[src/rtl/frame_deser_pkg.sv]
`timescale 1ns/1ps
package frame_deser_pkg;
  // strobes from the alignment tracker to the lane datapath
  typedef struct packed {
    logic load;       // capture a complete word this cycle
    logic phaseLate;  // word ends on this cycle's rising-edge bit
  } deserStrobe_t;
endpackage

[src/rtl/frame_deser_align.sv]
`timescale 1ns/1ps
module frame_deser_align
  import frame_deser_pkg::*;
#(
  parameter int BITS_PER_LANE = 6
) (
  input  logic         clk,
  input  logic         rst,
  input  logic         frameRise,
  input  logic         frameFall,
  output deserStrobe_t strobe,
  output logic         aligned
);
  localparam int PW = $clog2(BITS_PER_LANE);
  localparam int LAST_I = BITS_PER_LANE - 1;
  localparam logic [PW:0] BPL_W = BITS_PER_LANE[PW:0];
  localparam logic [PW:0] LAST_W = LAST_I[PW:0];
  localparam logic [PW:0] STEP = 2;

  logic prevFallQ, havePosQ, alignedQ;
  logic [PW:0] posQ;           // slot index of the rising-edge bit within its sample
  logic edgeEarly, edgeLate, anyEdge, match;
  logic [PW:0] posSum, predPos, edgePos;

  always_comb begin
    edgeEarly = frameRise & ~prevFallQ;   // 0->1 between previous fall and this rise
    edgeLate  = frameFall & ~frameRise;   // 0->1 between this rise and this fall
    anyEdge   = edgeEarly | edgeLate;
    posSum    = posQ + STEP;
    predPos   = (posSum >= BPL_W) ? posSum - BPL_W : posSum;
    edgePos   = edgeEarly ? '0 : LAST_W;
    match     = havePosQ & anyEdge & (predPos == edgePos);
    strobe.load      = match;
    strobe.phaseLate = match & ~edgeEarly;
  end

  always_ff @(posedge clk) begin
    if (rst) begin
      prevFallQ <= 1'b0;
      havePosQ  <= 1'b0;
      alignedQ  <= 1'b0;
      posQ      <= '0;
    end else begin
      prevFallQ <= frameFall;
      posQ      <= anyEdge ? edgePos : predPos;
      havePosQ  <= havePosQ | anyEdge;
      if (anyEdge) alignedQ <= match;
    end
  end

  assign aligned = alignedQ;

  assert_drop_on_edge_R6: assert property (@(posedge clk) disable iff (rst)
    $fell(alignedQ) |-> $past(anyEdge));
endmodule

[src/rtl/frame_deser_lanes.sv]
`timescale 1ns/1ps
module frame_deser_lanes
  import frame_deser_pkg::*;
#(
  parameter int LANE_COUNT    = 2,
  parameter int BITS_PER_LANE = 6
) (
  input  logic                  clk,
  input  logic                  rst,
  input  logic [LANE_COUNT-1:0] laneRise,
  input  logic [LANE_COUNT-1:0] laneFall,
  input  deserStrobe_t          strobe,
  output logic [LANE_COUNT*BITS_PER_LANE-1:0] sampleOut,
  output logic                  sampleValid
);
  localparam int WIDTH = LANE_COUNT * BITS_PER_LANE;

  // newest bit at index 0, oldest at the top
  logic [LANE_COUNT-1:0][BITS_PER_LANE-1:0] histQ;
  logic [LANE_COUNT-1:0][BITS_PER_LANE-1:0] laneWord;
  logic [WIDTH-1:0] assembled;
  logic [WIDTH-1:0] sampleQ;
  logic validQ;

  always_ff @(posedge clk) begin
    if (rst) histQ <= '0;
    else
      for (int l = 0; l < LANE_COUNT; l++)
        histQ[l] <= {histQ[l][BITS_PER_LANE-3:0], laneRise[l], laneFall[l]};
  end

  // one 2:1 mux per bit picks the word end: previous fall or this rise
  always_comb
    for (int l = 0; l < LANE_COUNT; l++)
      laneWord[l] = strobe.phaseLate ? {histQ[l][BITS_PER_LANE-2:0], laneRise[l]}
                                     : histQ[l];

  generate
    for (genvar j = 0; j < BITS_PER_LANE; j++) begin : g_slot
      for (genvar l = 0; l < LANE_COUNT; l++) begin : g_lane
        assign assembled[LANE_COUNT*j+l] = laneWord[l][j];
      end
    end
  endgenerate

  always_ff @(posedge clk) begin
    if (rst) begin
      sampleQ <= '0;
      validQ  <= 1'b0;
    end else begin
      validQ <= strobe.load;
      if (strobe.load) sampleQ <= assembled;
    end
  end

  assign sampleOut   = sampleQ;
  assign sampleValid = validQ;

  assert_hold_between_R7: assert property (@(posedge clk) disable iff (rst)
    !validQ |-> $stable(sampleQ));
endmodule

[src/rtl/frame_deser.sv]
`timescale 1ns/1ps
module frame_deser
  import frame_deser_pkg::*;
#(
  parameter int LANE_COUNT   = 2,
  parameter int SAMPLE_WIDTH = 12
) (
  input  logic                    clk,
  input  logic                    rst,
  input  logic [LANE_COUNT-1:0]   laneRise,
  input  logic [LANE_COUNT-1:0]   laneFall,
  input  logic                    frameRise,
  input  logic                    frameFall,
  output logic [SAMPLE_WIDTH-1:0] sampleOut,
  output logic                    sampleValid,
  output logic                    aligned
);
  localparam int BITS_PER_LANE = SAMPLE_WIDTH / LANE_COUNT;

  deserStrobe_t strobe;

  frame_deser_align #(.BITS_PER_LANE(BITS_PER_LANE)) u_align (
    .clk(clk), .rst(rst), .frameRise(frameRise), .frameFall(frameFall),
    .strobe(strobe), .aligned(aligned)
  );

  frame_deser_lanes #(.LANE_COUNT(LANE_COUNT), .BITS_PER_LANE(BITS_PER_LANE)) u_lanes (
    .clk(clk), .rst(rst), .laneRise(laneRise), .laneFall(laneFall),
    .strobe(strobe), .sampleOut(sampleOut), .sampleValid(sampleValid)
  );

  assert_valid_when_aligned_R4: assert property (@(posedge clk) disable iff (rst)
    sampleValid |-> aligned);
  assert_lock_emits_R4: assert property (@(posedge clk) disable iff (rst)
    $rose(aligned) |-> sampleValid);
  assert_valid_after_edge_R5: assert property (@(posedge clk) disable iff (rst)
    sampleValid |-> $past(frameRise | frameFall));
endmodule

[config.mk]
export PLATFORM = sky130hd
export DESIGN_NAME = frame_deser
export DESIGN_NICKNAME = d
export VERILOG_FILES = /design/src/rtl/frame_deser_pkg.sv /design/src/rtl/frame_deser_align.sv /design/src/rtl/frame_deser_lanes.sv /design/src/rtl/frame_deser.sv
export SDC_FILE = /design/constraint.sdc
export NUM_CORES = 1
export LEC_CHECK = 0
export ABC_CLOCK_PERIOD_IN_PS = 2200
export BUFFER_PORTS_ARGS = -buffer_cell sky130_fd_sc_hd__buf_2
export CAP_MARGIN = 40
export CORE_ASPECT_RATIO = 1.2
export CORE_MARGIN = 2
export CORE_UTILIZATION = 48
export DETAILED_ROUTE_END_ITERATION = 12
export PLACE_DENSITY = 0.81
export SLEW_MARGIN = 20
export SYNTH_ARGS = -nofsm -noshare
export SYNTH_HDL_FRONTEND = slang
export SYNTH_SLANG_ARGS = --single-unit
[constraint.sdc]
create_clock -name clk -period 2.2 [get_ports clk]
set_input_delay 0.33 -clock clk [delete_from_list [all_inputs] [get_ports clk]]
set_output_delay 0.33 -clock clk [all_outputs]
set_load 0.1 [all_outputs]
==> metrics.yaml <==
critical_path:
  slowest_stage: "sky130_fd_sc_hd__a2111oi_4"
  worst_r2r_startpoint: "u_align.posQ[1]"
  setup.worst_path.end_class: "flip-flop"
  worst-path-stages: 9
  critPathArrivalTime_ns: 2.39
  worst-path-max-fanout: 6
  worst-endpoint-required_ns: 2.43
  crit_path_frequent_cell: "sky130_fd_sc_hd__buf_6"
  reg2reg_depth: 9
  endpoint_of_the_most_critical_setup_path: "u_lanes.sampleOut[6]"
  r2r_end: "u_lanes.sampleOut[6]"
  worst-r2r-setup-slack_ns: 0.03
  crit_family: "compound AO/OA/AOI/OAI gates"
  crit_chain: "inv_2, ha_4, buf_6, nand2b_1, o211ai_1, a2111oi_4, buf_6, nor3b_2, a221o_1"
  path_class: "reg2reg"
  startpoint: "u_align.posQ[1]"
  timing.critical_path.slowest_cell_delay_ns: 0.48
  crit_path_start_kind: "flip-flop"
  path_buf_inv: 3
drt:
  drtIter0Drc: 12
  drt_wl_total_mm: 2.47
  routedWlPerCell_um: 13.4
  routed-via-count: 1002
  post-route-drc-count: 0
  first_pass_iters: 4
  routed_via_density: 5.42
  number_of_antenna_violating_nets_in_the_routed_design: 0
clock_tree:
  cts_max_path_buffers: 2
  cts_made_buffers: 5
  worst_setup_hold_path_clk_slew_ns: 0.09
  hold_fix_buffers_at_cts: 0
  clock_sinks: 32
  clock_tree.root_cell: "sky130_fd_sc_hd__clkbuf_4"
  clock_latency_ns: 0.33
  tritoncts: "yes"
  h-tree-depth: 2
placed_design:
  placed_area_mm2: 0.00144
  dp_hpwl_mm: 1.67
  placement.setup.worst_slack_ns: -0.256
  gp_congestion: 0.855
  port_buffers: 21
layout:
  layout.cells.most_common: "sky130_fd_sc_hd__dfxtp_1"
  finalCoreUtilization_pct: 63.6
  layout-drive-gt1-share_pct: 40.1
  final_cell_mix: "sky130_fd_sc_hd__dfxtp_1, sky130_fd_sc_hd__buf_2, sky130_fd_sc_hd__nor2b_1"
  synthesis_to_layout_area_growth_pct: 25.7
  final.fill_count: 217
  num-nets-final: 162
  fin_area_mm2: 0.00161
  num_antenna_cells: 0
sta:
  timing.slew.headroom_pct: 67.6
  finalClockSkew_ns: 0.00338
  achievable-frequency_mhz: 461
  report.final.hold_viol_count: 0
  drv_slew: 0
  setup_slack_ns: 0.0315
  unrepaired_setup_endpoints_after_global_routing: "yes"
  finalCritPeriodShare_pct: 98.6
  setup_viol_count_final: 0
  period_needed_ns: 2.17
  worst_slew_pin_slew_ns: 0.490
logic_synthesis:
  synth_adder_area_share_pct: 1.96
  synthDominantAreaCellType: "sky130_fd_sc_hd__dfxtp_1"
  synthMuxAreaShare_pct: 0
  avgSynthCellArea_um2: 10.7
  synth.yosys.warnings: 0
  combinational_family_with_the_most_area_after_synthesis: "simple AND/OR/NAND/NOR gates"
  synthSimpleGateAreaFrac_pct: 23.4
  synth.yosys.seq_area_share_pct: 50.1
  ys_seq_elements: 32
  synthDominantCellAreaShare_pct: 50.1
  ys_top_cells_by_area: "sky130_fd_sc_hd__dfxtp_1, sky130_fd_sc_hd__a221o_1, sky130_fd_sc_hd__nor3b_1, sky130_fd_sc_hd__nor2b_1, sky130_fd_sc_hd__nor2_1"
  synth.cell_area_mm2: 0.00128
  post_synth_num_cell_types: 28
  synth-compound-area-share_pct: 17.2
  postSynthCellCount: 119
  yosys.area_share.xor_xnor_pct: 2.64
  synth_fp_nets: 129
job:
  drv.max_cap_violation_count: 0
die:
  initial_utilization_pct: 50.6
  fp.dieH_um: 60.5
  die_width_um: 51.1
  die_area_mm2: 0.00309
  ios: 22
  rows: 20
  core_area_mm2: 0.00253
pwr:
  total_power_mw: 1.13
  power.static_leakage_nw: 0.688
  irDropWorstVdd_v: 0.000483
  power_density_mw_per_mm2: 701
worst_hold_path:
  hold_path_class: "in2reg"
  min_path_cells: 2
global_route:
  initial_antenna_violation_count: 0
  first_global_vias: 934
  grt-ovfl-total: 0
  pin_count_of_the_biggest_net_entering_global_routing: 31
  first_pass_grt_wire_length_mm: 4.02
  gr-usage-all-layers_pct: 18.2
status:
  status: "completed"
-- where the power goes --
part	internal [mW]	total [mW]	switching [mW]
logic	0.0667	0.149	0.0819
clock network	0.181	0.366	0.185
registers	0.598	0.612	0.0142
total	0.846	1.13	0.281
-- repair_timing --
item,CTS,global route
setup buffers,3,0
pin swaps,5,3
resized for setup,12,6
gates cloned,1,0
endpoints found under the setup margin,12,12
-- worst register-to-register path: cells and delay by family, from the launching register on --
| family | cells | cell delay [ns] |
|---|---|---|
| flops | 1 | 0.37 |
| fa+ha+maj | 1 | 0.25 |
| buf+inv | 3 | 0.37 |
| simple gates | 2 | 0.14 |
| compound gates | 3 | 0.93 |
-- cell families (layout without fill, tap and decap cells) --
kind of cell,after synthesis,count (layout)
compound gates,24,24
buf+inv,10,43
fa+ha+maj,2,2
simple gates,48,48
flops,32,32
xor+xnor,3,3
-- through the flow --
stage                     std cells  hold WS [ns]  TNS (ns)
after floorplan                 119         0.433         0
after global placement          175         0.434     -1.76
after detailed placement        175         0.452     -2.88
after CTS                       185         0.202         0
after global routing            185         0.216    -0.585
final                           185         0.204         0
-- registers in the layout (all words and copies together) (netlist names) --
signal,flops
u_lanes.sampleValid,1
u_lanes.histQ,12
u_align.havePosQ,1
u_align.aligned,1
u_align.prevFallQ,1
u_lanes.sampleOut,12
u_align.posQ,4
-- final cells by class --
class | count | area, µm² | share of cell area, %
multi-input cells | 77 | 641 | 39.8
flip-flops and latches | 32 | 643 | 40.0
clock buffers | 7 | 65.1 | 4.05
repair buffers | 33 | 206 | 12.8
well taps | 33 | 41.3 | 2.57
inverters | 3 | 11.3 | 0.700
-- how the worst min path moves through the flow --
stage,startpoint,to
CTS,laneFall[0],u_lanes.histQ[0]
global route,laneFall[1],u_lanes.histQ[6]
global placement,u_align.aligned,u_align.aligned
finish,laneFall[0],u_lanes.histQ[0]
floorplan,u_lanes.histQ[5],u_lanes.sampleOut[10]
detailed placement,u_lanes.histQ[5],u_lanes.sampleOut[10]
-- Yosys cell counts --
| cell | instances |
|---|---|
| sky130_fd_sc_hd__nand2b_1 | 3 |
| sky130_fd_sc_hd__ha_1 | 2 |
| sky130_fd_sc_hd__buf_2 | 3 |
| sky130_fd_sc_hd__nand3b_1 | 1 |
| sky130_fd_sc_hd__clkbuf_1 | 1 |
| sky130_fd_sc_hd__dfxtp_1 | 32 |
| sky130_fd_sc_hd__o21bai_1 | 1 |
| sky130_fd_sc_hd__buf_6 | 2 |
| sky130_fd_sc_hd__and2b_2 | 2 |
| sky130_fd_sc_hd__a21oi_1 | 5 |
| sky130_fd_sc_hd__nor3_2 | 1 |
| sky130_fd_sc_hd__inv_1 | 3 |
| sky130_fd_sc_hd__or4_4 | 1 |
| sky130_fd_sc_hd__nor2_1 | 11 |
| sky130_fd_sc_hd__or2_2 | 1 |
| sky130_fd_sc_hd__o211ai_1 | 1 |
| sky130_fd_sc_hd__xnor2_1 | 1 |
| sky130_fd_sc_hd__nor3b_1 | 13 |
| sky130_fd_sc_hd__xor2_1 | 1 |
| sky130_fd_sc_hd__o2111ai_2 | 1 |
| sky130_fd_sc_hd__nor2b_1 | 13 |
| sky130_fd_sc_hd__xor2_2 | 1 |
| sky130_fd_sc_hd__nand2_1 | 2 |
| sky130_fd_sc_hd__a221o_1 | 12 |
| sky130_fd_sc_hd__a2111oi_4 | 1 |
| sky130_fd_sc_hd__a21o_1 | 1 |
| sky130_fd_sc_hd__o21ai_0 | 2 |
| sky130_fd_sc_hd__buf_4 | 1 |
-- layer usage --
metal  wire, µm  GRT usage [%]
met1        946           17.6
met2       1380           35.1
met3        121           5.17
met4         29           9.27
met5          0              0
Note: power is estimated with default switching activity, not from simulation.
